`src/rtl/vmulhi_pkg.sv`:
```
package vmulhi_pkg;
  typedef enum logic [1:0] {
    OP_UWORD = 2'b00,
    OP_SWORD = 2'b01,
    OP_UDBL  = 2'b10,
    OP_SDBL  = 2'b11
  } vmh_op_e;

  localparam int STEP_W     = 3;
  localparam int WORD_STEPS = 4;
  localparam int DBL_STEPS  = 8;
endpackage

```
`src/rtl/vmulhi_mul.sv`:
```
module vmulhi_mul #(
  parameter int OP_W = 33
) (
  input  logic signed [OP_W-1:0]   x_i,
  input  logic signed [OP_W-1:0]   y_i,
  output logic signed [2*OP_W-1:0] p_o
);
  assign p_o = x_i * y_i;
endmodule

```
`src/rtl/vmulhi_ctrl.sv`:
```
module vmulhi_ctrl #(
  parameter int STEP_W     = 3,
  parameter int WORD_STEPS = 4,
  parameter int DBL_STEPS  = 8
) (
  input  logic              clk,
  input  logic              rst,
  input  logic              start_i,
  input  logic              dbl_i,
  output logic              accept_o,
  output logic              busy_o,
  output logic              last_o,
  output logic [STEP_W-1:0] step_o,
  output logic              done_o
);
  localparam logic [STEP_W-1:0] WORD_LAST = STEP_W'(WORD_STEPS - 1);
  localparam logic [STEP_W-1:0] DBL_LAST  = STEP_W'(DBL_STEPS - 1);

  assign accept_o = start_i && !busy_o;
  assign last_o   = busy_o && (step_o == (dbl_i ? DBL_LAST : WORD_LAST));

  always_ff @(posedge clk) begin
    if (rst) begin
      busy_o <= 1'b0;
      step_o <= '0;
      done_o <= 1'b0;
    end else begin
      done_o <= last_o;
      if (accept_o) begin
        busy_o <= 1'b1;
        step_o <= '0;
      end else if (busy_o) begin
        if (last_o) busy_o <= 1'b0;
        step_o <= step_o + 1'b1;
      end
    end
  end
endmodule

```
`src/rtl/vmulhi_opsel.sv`:
```
module vmulhi_opsel #(
  parameter  int HALF_W = 32,
  localparam int VEC_W  = 4 * HALF_W
) (
  input  logic [1:0]        op_i,
  input  logic [VEC_W-1:0]  a_i,
  input  logic [VEC_W-1:0]  b_i,
  input  logic [2:0]        step_i,
  output logic signed [HALF_W:0] x_o,
  output logic signed [HALF_W:0] y_o
);
  function automatic logic signed [HALF_W:0] widen(input logic [HALF_W-1:0] v,
                                                   input logic sgn);
    return $signed({sgn & v[HALF_W-1], v});
  endfunction

  logic [HALF_W-1:0] a_w, b_w, a_lo, a_hi, b_lo, b_hi;
  int lane_base, chunk_base;
  logic sgn;

  always_comb begin
    sgn        = op_i[0];
    lane_base  = int'(step_i[1:0]) * HALF_W;
    chunk_base = int'(step_i[2]) * 2 * HALF_W;
    a_w  = a_i[lane_base +: HALF_W];
    b_w  = b_i[lane_base +: HALF_W];
    a_lo = a_i[chunk_base +: HALF_W];
    a_hi = a_i[chunk_base + HALF_W +: HALF_W];
    b_lo = b_i[chunk_base +: HALF_W];
    b_hi = b_i[chunk_base + HALF_W +: HALF_W];
    if (!op_i[1]) begin
      x_o = widen(a_w, sgn);
      y_o = widen(b_w, sgn);
    end else begin
      case (step_i[1:0])
        2'd0: begin x_o = widen(a_lo, 1'b0); y_o = widen(b_lo, 1'b0); end
        2'd1: begin x_o = widen(a_hi, sgn);  y_o = widen(b_lo, 1'b0); end
        2'd2: begin x_o = widen(a_lo, 1'b0); y_o = widen(b_hi, sgn);  end
        default: begin x_o = widen(a_hi, sgn); y_o = widen(b_hi, sgn); end
      endcase
    end
  end
endmodule

```
`src/rtl/vmulhi_unit.sv`:
```
module vmulhi_unit
  import vmulhi_pkg::*;
#(
  parameter  int HALF_W = 32,
  localparam int VEC_W  = 4 * HALF_W
) (
  input  logic             clk,
  input  logic             rst,
  input  logic             start_i,
  input  logic [1:0]       op_i,
  input  logic [VEC_W-1:0] a_i,
  input  logic [VEC_W-1:0] b_i,
  output logic             done_o,
  output logic [VEC_W-1:0] res_o
);
  localparam int PROD_W = 2 * (HALF_W + 1);

  logic [1:0]        op_q;
  logic [VEC_W-1:0]  a_q, b_q, work, work_n;
  logic              accept, busy, last;
  logic [STEP_W-1:0] step;
  logic signed [HALF_W:0]   mx, my;
  logic signed [PROD_W-1:0] prod, addend, sum, k_q, w_q;
  logic [HALF_W-1:0] klo_q;
  int lane_base, chunk_base;

  vmulhi_ctrl #(.STEP_W(STEP_W), .WORD_STEPS(WORD_STEPS), .DBL_STEPS(DBL_STEPS)) ctrl_i (
    .clk(clk), .rst(rst), .start_i(start_i), .dbl_i(op_q[1]),
    .accept_o(accept), .busy_o(busy), .last_o(last), .step_o(step), .done_o(done_o)
  );

  vmulhi_opsel #(.HALF_W(HALF_W)) opsel_i (
    .op_i(op_q), .a_i(a_q), .b_i(b_q), .step_i(step), .x_o(mx), .y_o(my)
  );

  vmulhi_mul #(.OP_W(HALF_W + 1)) mul_i (.x_i(mx), .y_i(my), .p_o(prod));

  always_ff @(posedge clk) begin
    if (rst) begin
      op_q <= '0;
      a_q  <= '0;
      b_q  <= '0;
    end else if (accept) begin
      op_q <= op_i;
      a_q  <= a_i;
      b_q  <= b_i;
    end
  end

  // Carry terms between partial products, then result packing.
  always_comb begin
    lane_base  = int'(step[1:0]) * HALF_W;
    chunk_base = int'(step[2]) * 2 * HALF_W;
    addend = '0;
    if (op_q[1]) begin
      case (step[1:0])
        2'd1:    addend = k_q;
        2'd2:    addend = $signed({{(PROD_W-HALF_W){1'b0}}, klo_q});
        2'd3:    addend = w_q + k_q;
        default: addend = '0;
      endcase
    end
    sum    = prod + addend;
    work_n = work;
    if (op_q[1]) begin
      if (step[1:0] == 2'd3) work_n[chunk_base +: 2*HALF_W] = sum[2*HALF_W-1:0];
    end else begin
      work_n[lane_base +: HALF_W] = prod[2*HALF_W-1:HALF_W];
    end
  end

  always_ff @(posedge clk) begin
    if (rst) begin
      k_q   <= '0;
      w_q   <= '0;
      klo_q <= '0;
      work  <= '0;
      res_o <= '0;
    end else if (busy) begin
      work <= work_n;
      if (last) res_o <= work_n;
      if (op_q[1]) begin
        case (step[1:0])
          2'd0: k_q <= sum >>> HALF_W;
          2'd1: begin
            klo_q <= sum[HALF_W-1:0];
            w_q   <= sum >>> HALF_W;
          end
          2'd2: k_q <= sum >>> HALF_W;
          default: ;
        endcase
      end
    end
  end
endmodule

```
`config.mk`:
```
export PLATFORM = sky130hd
export DESIGN_NAME = vmulhi_unit
export DESIGN_NICKNAME = d
export VERILOG_FILES = /design/src/rtl/vmulhi_pkg.sv /design/src/rtl/vmulhi_mul.sv /design/src/rtl/vmulhi_ctrl.sv /design/src/rtl/vmulhi_opsel.sv /design/src/rtl/vmulhi_unit.sv
export SDC_FILE = /design/constraint.sdc
export NUM_CORES = 2
export LEC_CHECK = 0
export CAP_MARGIN = 20
export CORE_MARGIN = 3
export CORE_UTILIZATION = 40
export CTS_CLUSTER_SIZE = 8
export DETAILED_ROUTE_END_ITERATION = 8
export PLACE_DENSITY_LB_ADDON = 0.1
export SYNTH_ARGS = -nofsm -noshare
export SYNTH_HDL_FRONTEND = slang
export SYNTH_SLANG_ARGS = --single-unit
```
`constraint.sdc`:
```
create_clock -name clk -period 15 [get_ports clk]
set_input_delay 1.5 -clock clk [delete_from_list [all_inputs] [get_ports clk]]
set_output_delay 1.5 -clock clk [all_outputs]
set_load 0.005 [all_outputs]
```
After elaboration in Yosys (flattened, before gate mapping)

Cells that the tools add are included.

Equal/unequal tests: 4
Bitwise operators: 4
Multiplexer cells: 14
Add/subtract/negate cells: 6
$mul: 1
Reductions and logical operators: 10
Shift operators: 10

Operators by type and width:

| cell                                                    | number |
|---|---|
| indexed part select 128 x 8 -> 32 bit                   | 4 |
| bitwise mux 128 bit                                     | 2 |
| two-way mux 128 bit                                     | 2 |
| indexed part select 128 x 32 -> 32 bit                  | 2 |
| case mux 66 bit (3 select lines)                        | 1 |
| two-way mux 33 bit                                      | 4 |
| variable shift 32 x 33 -> 128 bit, first input constant | 1 |
| variable shift 64 x 33 -> 128 bit, first input constant | 1 |
| indexed part select 32 x 33 -> 128 bit                  | 1 |
| indexed part select 64 x 33 -> 128 bit                  | 1 |
| adder 66 bit                                            | 1 |
| multiplier 33 x 33 -> 66 bit                            | 1 |
| two-way mux 66 bit                                      | 1 |
| negator 7 -> 33 bit                                     | 2 |
| adder 34 x 34 -> 35 bit                                 | 1 |
| adder 7 x 6 -> 8 bit, second input constant             | 1 |
| AND reduction 3 bit                                     | 2 |
| OR reduction 2 bit                                      | 3 |
| bitwise AND 1 bit                                       | 4 |
| equality test 2 bit, second input constant              | 2 |
| adder 3 x 1 -> 3 bit, second input constant             | 1 |
| equality test 3 bit                                     | 1 |
| two-way mux 1 bit                                       | 3 |
| two-way mux 3 bit                                       | 1 |
| other kinds (5)                                         | 6 |

Register bits after elaboration: 619
Input bits: 261
Output and inout bits: 129
Logic and storage cells: 60

Logic depth before layout (Yosys ltp)

Depth in word-level cells: 11
Mapped depth: 53

By module

From an unflattened synthesis, not the netlist that was laid out.

Cell total of the unflattened synthesis: 8138
Area total of the unflattened synthesis: 73150.2 um2

By module, submodules not included:

| module       | area an instance (um2) | cells an instance | times used |
|---|---|---|---|
| vmulhi_mul   | 38882.3                | 4220              | 1 |
| vmulhi_unit  | 31018.5                | 3721              | 1 |
| vmulhi_opsel | 3009.1                 | 174               | 1 |
| vmulhi_ctrl  | 240.2                  | 23                | 1 |

Least setup slack after synthesis

OpenSTA, ideal clock, no wires.

Path type: register -> register
Start: reg ctrl_i.step_o[1]
End: reg, netlist name k_q[33]
Data required time: 14914 ps
Cell stages (with the launch flop): 46
Path slack: 1576 ps
Arrival: 13338 ps
Period minus slack after synthesis: 13424 ps
Buffers on the path: 8
Library setup time: 86 ps
Path through: dfxtp_1 -> clkbuf_1 -> buf_1 -> clkbuf_1 -> inv_1 -> ha_1 -> clkbuf_1 -> nor2_1 -> buf_1 -> mux4_2 -> mux2i_1 -> clkbuf_1 -> nor2_1 -> fa_1 -> fa_1 -> fa_1 -> inv_1 -> fa_1 -> [10 not listed] -> nor4_1 -> nand4_1 -> a211oi_2 -> nor2_1 -> o21ai_1 -> xor2_2 -> ha_1 -> buf_2 -> a21oi_1 -> o211ai_1 -> a221o_1 -> a221o_1 -> o31ai_4 -> a21oi_2 -> a41oi_1 -> xnor3_1 -> xor2_1 -> a211oi_1

Longest elaborated chain between the ends: 6
Elaborated cells on any way between the ends: 19
Those cells by class: add/sub (1); mul (1); eq/ne (3); shift (2); mux (6); bitwise (2); reduce/logical (4)

Ends and longest elaborated chain:

| what                                                                 | line              | RTL |
|---|---|---|
| from (decl)                                                          | vmulhi_ctrl.sv:13 | `output logic [STEP_W-1:0] step_o,` |
| from (signal assigned)                                               | vmulhi_ctrl.sv:34 | `step_o <= step_o + 1'b1;` |
| branches (longest 6 deep; another with multiplier 33 x 33 -> 66 bit) | -                 |  |

Several ways; the timed one is not identified.
A chain may end at the register's enable or synchronous reset.

Worst setup path in the final report

Start: reg ctrl_i.step_o[1]
End: reg work[59]

Longest elaborated chain between the ends: 10
Elaborated cells on any way between the ends: 26
Those cells by class: add/sub (2); mul (1); eq/ne (3); shift (5); mux (10); bitwise (2); reduce/logical (3)

Ends and longest elaborated chain:

| what                                                                 | line              | RTL |
|---|---|---|
| branches (longest 9 deep; another with multiplier 33 x 33 -> 66 bit) | -                 |  |
| two-way mux 128 bit *                                                | vmulhi_unit.sv:65 | `if (op_q[1]) begin` |
| to (signal assigned)                                                 | vmulhi_unit.sv:80 | `work <= work_n;` |
| to (decl)                                                            | vmulhi_unit.sv:19 | `logic [VEC_W-1:0] a_q, b_q, work, work_n;` |

Mark *: on every way between the ends.

==> report_table.html <==
<table>
<tr><th>Metric</th><th>Value</th></tr>
<tr><th colspan="2">Status</th></tr>
<tr><td>Status</td><td>complete, no violations</td></tr>
<tr><th colspan="2">Finish</th></tr>
<tr><td>Footprint of the multi-input gates</td><td>54,100 um2</td></tr>
<tr><td>Area delta synth-&gt;final</td><td>12.9%</td></tr>
<tr><td>Final design instance area without fill</td><td>82,400 um2</td></tr>
<tr><td>Fraction of final layout cells with drive strength greater than 1</td><td>6.89%</td></tr>
<tr><td>Total area of sequential cells</td><td>12,400 um2</td></tr>
<tr><td>Net count of the finished layout</td><td>10,600</td></tr>
<tr><td>Fill cells</td><td>17,800</td></tr>
<tr><td>Post-Route Utilization</td><td>45.5%</td></tr>
<tr><td>Count of placed standard cells in the final layout, fillers left out</td><td>11,300</td></tr>
<tr><th colspan="2">Floorplanning</th></tr>
<tr><td>Die X-Extent</td><td>433 um</td></tr>
<tr><td># IOs</td><td>390</td></tr>
<tr><td>Floorplan die height</td><td>433 um</td></tr>
<tr><td>Area of the core</td><td>181,000 um2</td></tr>
<tr><td>Die area</td><td>187,000 um2</td></tr>
<tr><td>Std-Cell Rows</td><td>156</td></tr>
<tr><td>Starting density of the core</td><td>40.3%</td></tr>
<tr><th colspan="2">Drt</th></tr>
<tr><td>DRC Markers</td><td>0</td></tr>
<tr><td>Mean routed wirelength per cell</td><td>27.1 um</td></tr>
<tr><td>First-pass iteration count of the detailed router</td><td>6</td></tr>
<tr><td>Routed wire length</td><td>306,000 um</td></tr>
<tr><td>Post-route ant nets</td><td>0</td></tr>
<tr><td>Initial DRC Count</td><td>6,629</td></tr>
<tr><td>Routed via count divided by cell count</td><td>5.78</td></tr>
<tr><td>Total via count after detailed routing</td><td>65,200</td></tr>
<tr><th colspan="2">Global routing</th></tr>
<tr><td>Largest net degree at the start of global routing</td><td>222</td></tr>
<tr><td>Number of global-route vias before repair</td><td>66,700</td></tr>
<tr><td>Remaining global-route overflow</td><td>0</td></tr>
<tr><td>Number of antenna violations at the first check in global routing</td><td>38</td></tr>
<tr><td>Wire length of the first global-routing pass</td><td>450,000 um</td></tr>
<tr><td>GRT Util Overall</td><td>32.7%</td></tr>
<tr><th colspan="2">Pwr</th></tr>
<tr><td>Largest vdd supply drop</td><td>0.0000966 V</td></tr>
<tr><td>Relative contribution of sequential cells to total power</td><td>25.2%</td></tr>
<tr><td>Share of total power in the clock network</td><td>27.0%</td></tr>
<tr><td>Cell internal power dissipation</td><td>0.00380 W</td></tr>
<tr><td>Cell Pwr Density</td><td>85.5 nW/um2</td></tr>
<tr><td>Net load switching power</td><td>0.00324 W</td></tr>
<tr><td>Proportion of total power due to net switching</td><td>46.0%</td></tr>
<tr><td>Static Leakage</td><td>35.2 nW</td></tr>
<tr><td>Combinational Power Share</td><td>47.9%</td></tr>
<tr><th colspan="2">STA</th></tr>
<tr><td>Final critical path time including I/O delays and setup</td><td>14.60 ns</td></tr>
<tr><td>Clock skew after layout</td><td>0.0943 ns</td></tr>
<tr><td>Share of the clock period used by the worst path after layout</td><td>97.3%</td></tr>
<tr><td>Setup tns final</td><td>0 ns</td></tr>
<tr><td>Least-Margin Pin Slew</td><td>1.23 ns</td></tr>
<tr><td>Setup violators final</td><td>0</td></tr>
<tr><td>Count of pins over their slew limit</td><td>0</td></tr>
<tr><td>Achievable frequency</td><td>68.5 MHz</td></tr>
<tr><td>Unrepaired setup endpoints after global routing</td><td>no</td></tr>
<tr><td>Worst slew margin</td><td>17.5%</td></tr>
<tr><td>Final-report hold violation count</td><td>0</td></tr>
<tr><th colspan="2">Logic synthesis</th></tr>
<tr><td>Synth Area per Inst</td><td>8.36 um2</td></tr>
<tr><td>Synth async-reset ratio</td><td>0%</td></tr>
<tr><td>EDFF count, synth</td><td>0</td></tr>
<tr><td>Count of distinct cell types in the synthesized netlist</td><td>100</td></tr>
<tr><td>Ys Warns</td><td>0</td></tr>
<tr><td>Flip-flop and latch count after synthesis</td><td>619</td></tr>
<tr><td>Share of the yosys chip area belonging to registers</td><td>17.0%</td></tr>
<tr><td>Flip-flop cell with the highest count after synthesis</td><td>dfxtp_1</td></tr>
<tr><td>Syn Std Cell Area</td><td>72,900 um2</td></tr>
<tr><td>Nets in the synthesized netlist</td><td>10,500</td></tr>
<tr><td>Mapped Cells</td><td>8,726</td></tr>
<tr><th colspan="2">Critical path</th></tr>
<tr><td>Worst Path Class, Setup</td><td>register to register</td></tr>
<tr><td>Nature of the critical path endpoint</td><td>register</td></tr>
<tr><td>Gate family responsible for the most delay along the worst path</td><td>adder cells</td></tr>
<tr><td>Startpoint of the worst setup timing path</td><td>ctrl_i.step_o[1]$_SDFFE_PP0P_</td></tr>
<tr><td>Startpoint kind of the worst setup timing path</td><td>register</td></tr>
<tr><td>CP Data Arrival Time</td><td>15.21 ns</td></tr>
<tr><td>Dominant cell type by count on the critical path</td><td>fa_1</td></tr>
<tr><td>Worst stage delay on the critical path</td><td>0.76 ns</td></tr>
<tr><td>Critical path peak fanout</td><td>18</td></tr>
<tr><td>R2R Path Start</td><td>ctrl_i.step_o[1]$_SDFFE_PP0P_</td></tr>
<tr><td>CP Buf/Inv Count</td><td>8</td></tr>
<tr><td>Slowest cell on crit path</td><td>a2111oi_2</td></tr>
<tr><td>Req. time, crit path</td><td>15.61 ns</td></tr>
<tr><th colspan="2">Placement</th></tr>
<tr><td>Port Buf Inserts</td><td>389</td></tr>
<tr><td>DP HPWL</td><td>241,000 um</td></tr>
<tr><td>Placed cell areas</td><td>79,700 um2</td></tr>
<tr><td>Cells after DPL</td><td>11,100</td></tr>
<tr><td>Weighted congestion reported at the end of routability-driven placement</td><td>0.981</td></tr>
<tr><th colspan="2">CTS</th></tr>
<tr><td>CTS H-tree lvls</td><td>3</td></tr>
<tr><td>Root cell of the clock tree</td><td>clkbuf_16</td></tr>
<tr><td>CTS tree</td><td>done</td></tr>
<tr><td>Clock sink total</td><td>619</td></tr>
<tr><td>Source-to-sink clock delay at the later pin of the worst-skew pair</td><td>0.75 ns</td></tr>
<tr><td>Maximum number of buffers from clock root to sink</td><td>3</td></tr>
<tr><td>Clk pin slew, worst setup/hold paths</td><td>0.05 ns</td></tr>
<tr><td>Number of buffers inserted during clock tree synthesis</td><td>89</td></tr>
<tr><th colspan="2">Run</th></tr>
<tr><td># Max-Cap Violations</td><td>0</td></tr>
<tr><th colspan="2">Hold path</th></tr>
<tr><td>Startpoint of the most critical hold path</td><td>res_o[74]$_SDFFE_PP0P_</td></tr>
<tr><td>Worst hold-check path type</td><td>register to register</td></tr>
</table>
[worst paths after layout]
path | endpoint | slack (ns) | depth (start not counted)
hold / removal | res_o[74]$_SDFFE_PP0P_ | 0.45 | 2
hold reg to reg | res_o[74]$_SDFFE_PP0P_ | 0.45 | 2
setup reg to reg | work[59]$_SDFFE_PP0P_ | 0.40 | 40
setup / recovery | work[59]$_SDFFE_PP0P_ | 0.40 | 40
[layout by cell type, fill, tap and decap left out, types with 15 or more instances in the layout]
cell type,count
a211oi_1,80
a21o_1,83
a21oi_1,715
a221o_1,35
a221oi_1,51
a222oi_1,23
a31oi_1,44
a32o_1,24
and2_1,57
and3_1,38
buf_4,250
clkbuf_16,89
clkdlybuf4s50_1,388
dfxtp_1,614
diode_2,24
fa_1,1147
ha_1,321
inv_1,1156
mux2i_1,15
mux4_2,126
nand2_1,1758
nand2b_1,15
nand3_1,60
nand4_1,60
nor2_1,794
nor2b_1,26
nor3_1,51
nor4_1,16
o211ai_1,29
o21a_1,26
o21ai_0,221
o21bai_1,27
o22ai_1,36
o31ai_1,34
xnor2_1,100
xor2_1,49
[power groups by stage]
stage               sequential (W)  combinational, W  clock [W]
finish                     0.00177           0.00337    0.00190
detailed placement         0.00180           0.00327          0
global placement           0.00180           0.00327          0
floorplan                  0.00178           0.00177          0
CTS                        0.00177           0.00329    0.00193
global route               0.00178           0.00358    0.00199
[Yosys cell counts (13+ instances only)]
library cell / count / area (um2)
o211ai_1: 29 / 218
mux2i_1: 19 / 190
a22o_1: 14 / 123
o32ai_1: 14 / 123
a21oi_1: 715 / 3580
and2_1: 68 / 425
buf_1: 36 / 135
nor2_1: 801 / 3010
nand2b_1: 17 / 106
a221o_1: 35 / 350
xnor2_1: 101 / 885
buf_2: 16 / 80.1
a211oi_1: 80 / 601
a31o_2: 13 / 114
nor2b_1: 27 / 169
nand2_1: 1766 / 6630
dfxtp_1: 619 / 12400
o21a_1: 26 / 195
nand4_1: 60 / 375
a221oi_1: 51 / 447
nand3_1: 60 / 300
a222oi_1: 23 / 230
a31oi_1: 44 / 275
ha_1: 322 / 4030
o21bai_1: 27 / 203
nor3_1: 51 / 255
xor2_1: 49 / 429
a21o_1: 83 / 623
nor4_1: 16 / 100
o31ai_1: 34 / 255
inv_1: 1158 / 4350
a22oi_1: 14 / 105
and3_1: 38 / 238
fa_1: 1147 / 23000
a32o_1: 24 / 240
o22ai_1: 36 / 225
mux4_2: 126 / 2840
clkbuf_1: 544 / 2040
or2_2: 14 / 87.6
o21ai_0: 222 / 1110
[sequential cells by signal (all words and copies together), names as in the netlist, 2 cells and up]
name	flops
a_q	128
ctrl_i.step_o	3
b_q	128
k_q	34
work	128
w_q	34
res_o	128
klo_q	32
op_q	2
[final cells by class]
type                       count  share of cell area, %
clock inverter                10                  0.255
sequential                   619                   15.1
multi-input combinational   6348                   65.7
inverter                    1161                   5.29
antenna                       24                 0.0729
tap                         2370                   3.60
timing repair buffer         650                   7.28
clock buffer                 100                   2.77
[tightest hold or removal path: cells and delay by family, from the launching register on]
| kind | cells | cell delay (ns) |
|---|---|---|
| simple gates | 1 | 0.04 |
| compound gates | 1 | 0.06 |
| flops | 1 | 0.32 |
[repair_timing]
item / in CTS / in global routing
hold buffers: 0 / 0
setup endpoints to repair: 0 / 5
gates resized for setup: 0 / 12
buffers inserted: 0 / 0
[cell families (layout without fill, tap and decap cells)]
family	after synthesis	count (layout)	synth area share (%)
compound gates	1610	1610	14.1
xor+xnor	158	158	1.99
fa+ha+maj	1469	1469	37.0
buf+inv	1759	1921	9.09
flops	619	619	17.0
mux	154	154	4.29
other cells	0	24	0
simple gates	2957	2957	16.5
[per-stage QoR]
step / setup slack (ns) / hold slack (ns) / total power, W
2_1_floorplan: 1.58 / 0.436 / 0.00355
3_3_place_gp: 0.560 / 0.441 / 0.00507
3_5_place_dp: 0.448 / 0.446 / 0.00508
4_1_cts: 0.360 / 0.456 / 0.00699
5_1_grt: 0.00548 / 0.473 / 0.00735
6_report: 0.404 / 0.450 / 0.00704
[per-layer routing]
| metal | GRT usage [%] | vias to the layer above | share of wire, % |
|---|---|---|---|
| li1 | - | 28400 | - |
| met1 | 44.5 | 33200 | 42 |
| met2 | 49.9 | 3049 | 44 |
| met3 | 8.38 | 535 | 9.9 |
| met4 | 12.1 | 10 | 4.0 |
| met5 | 0.494 | - | 0.025 |
(Power assumes the default switching activity.)
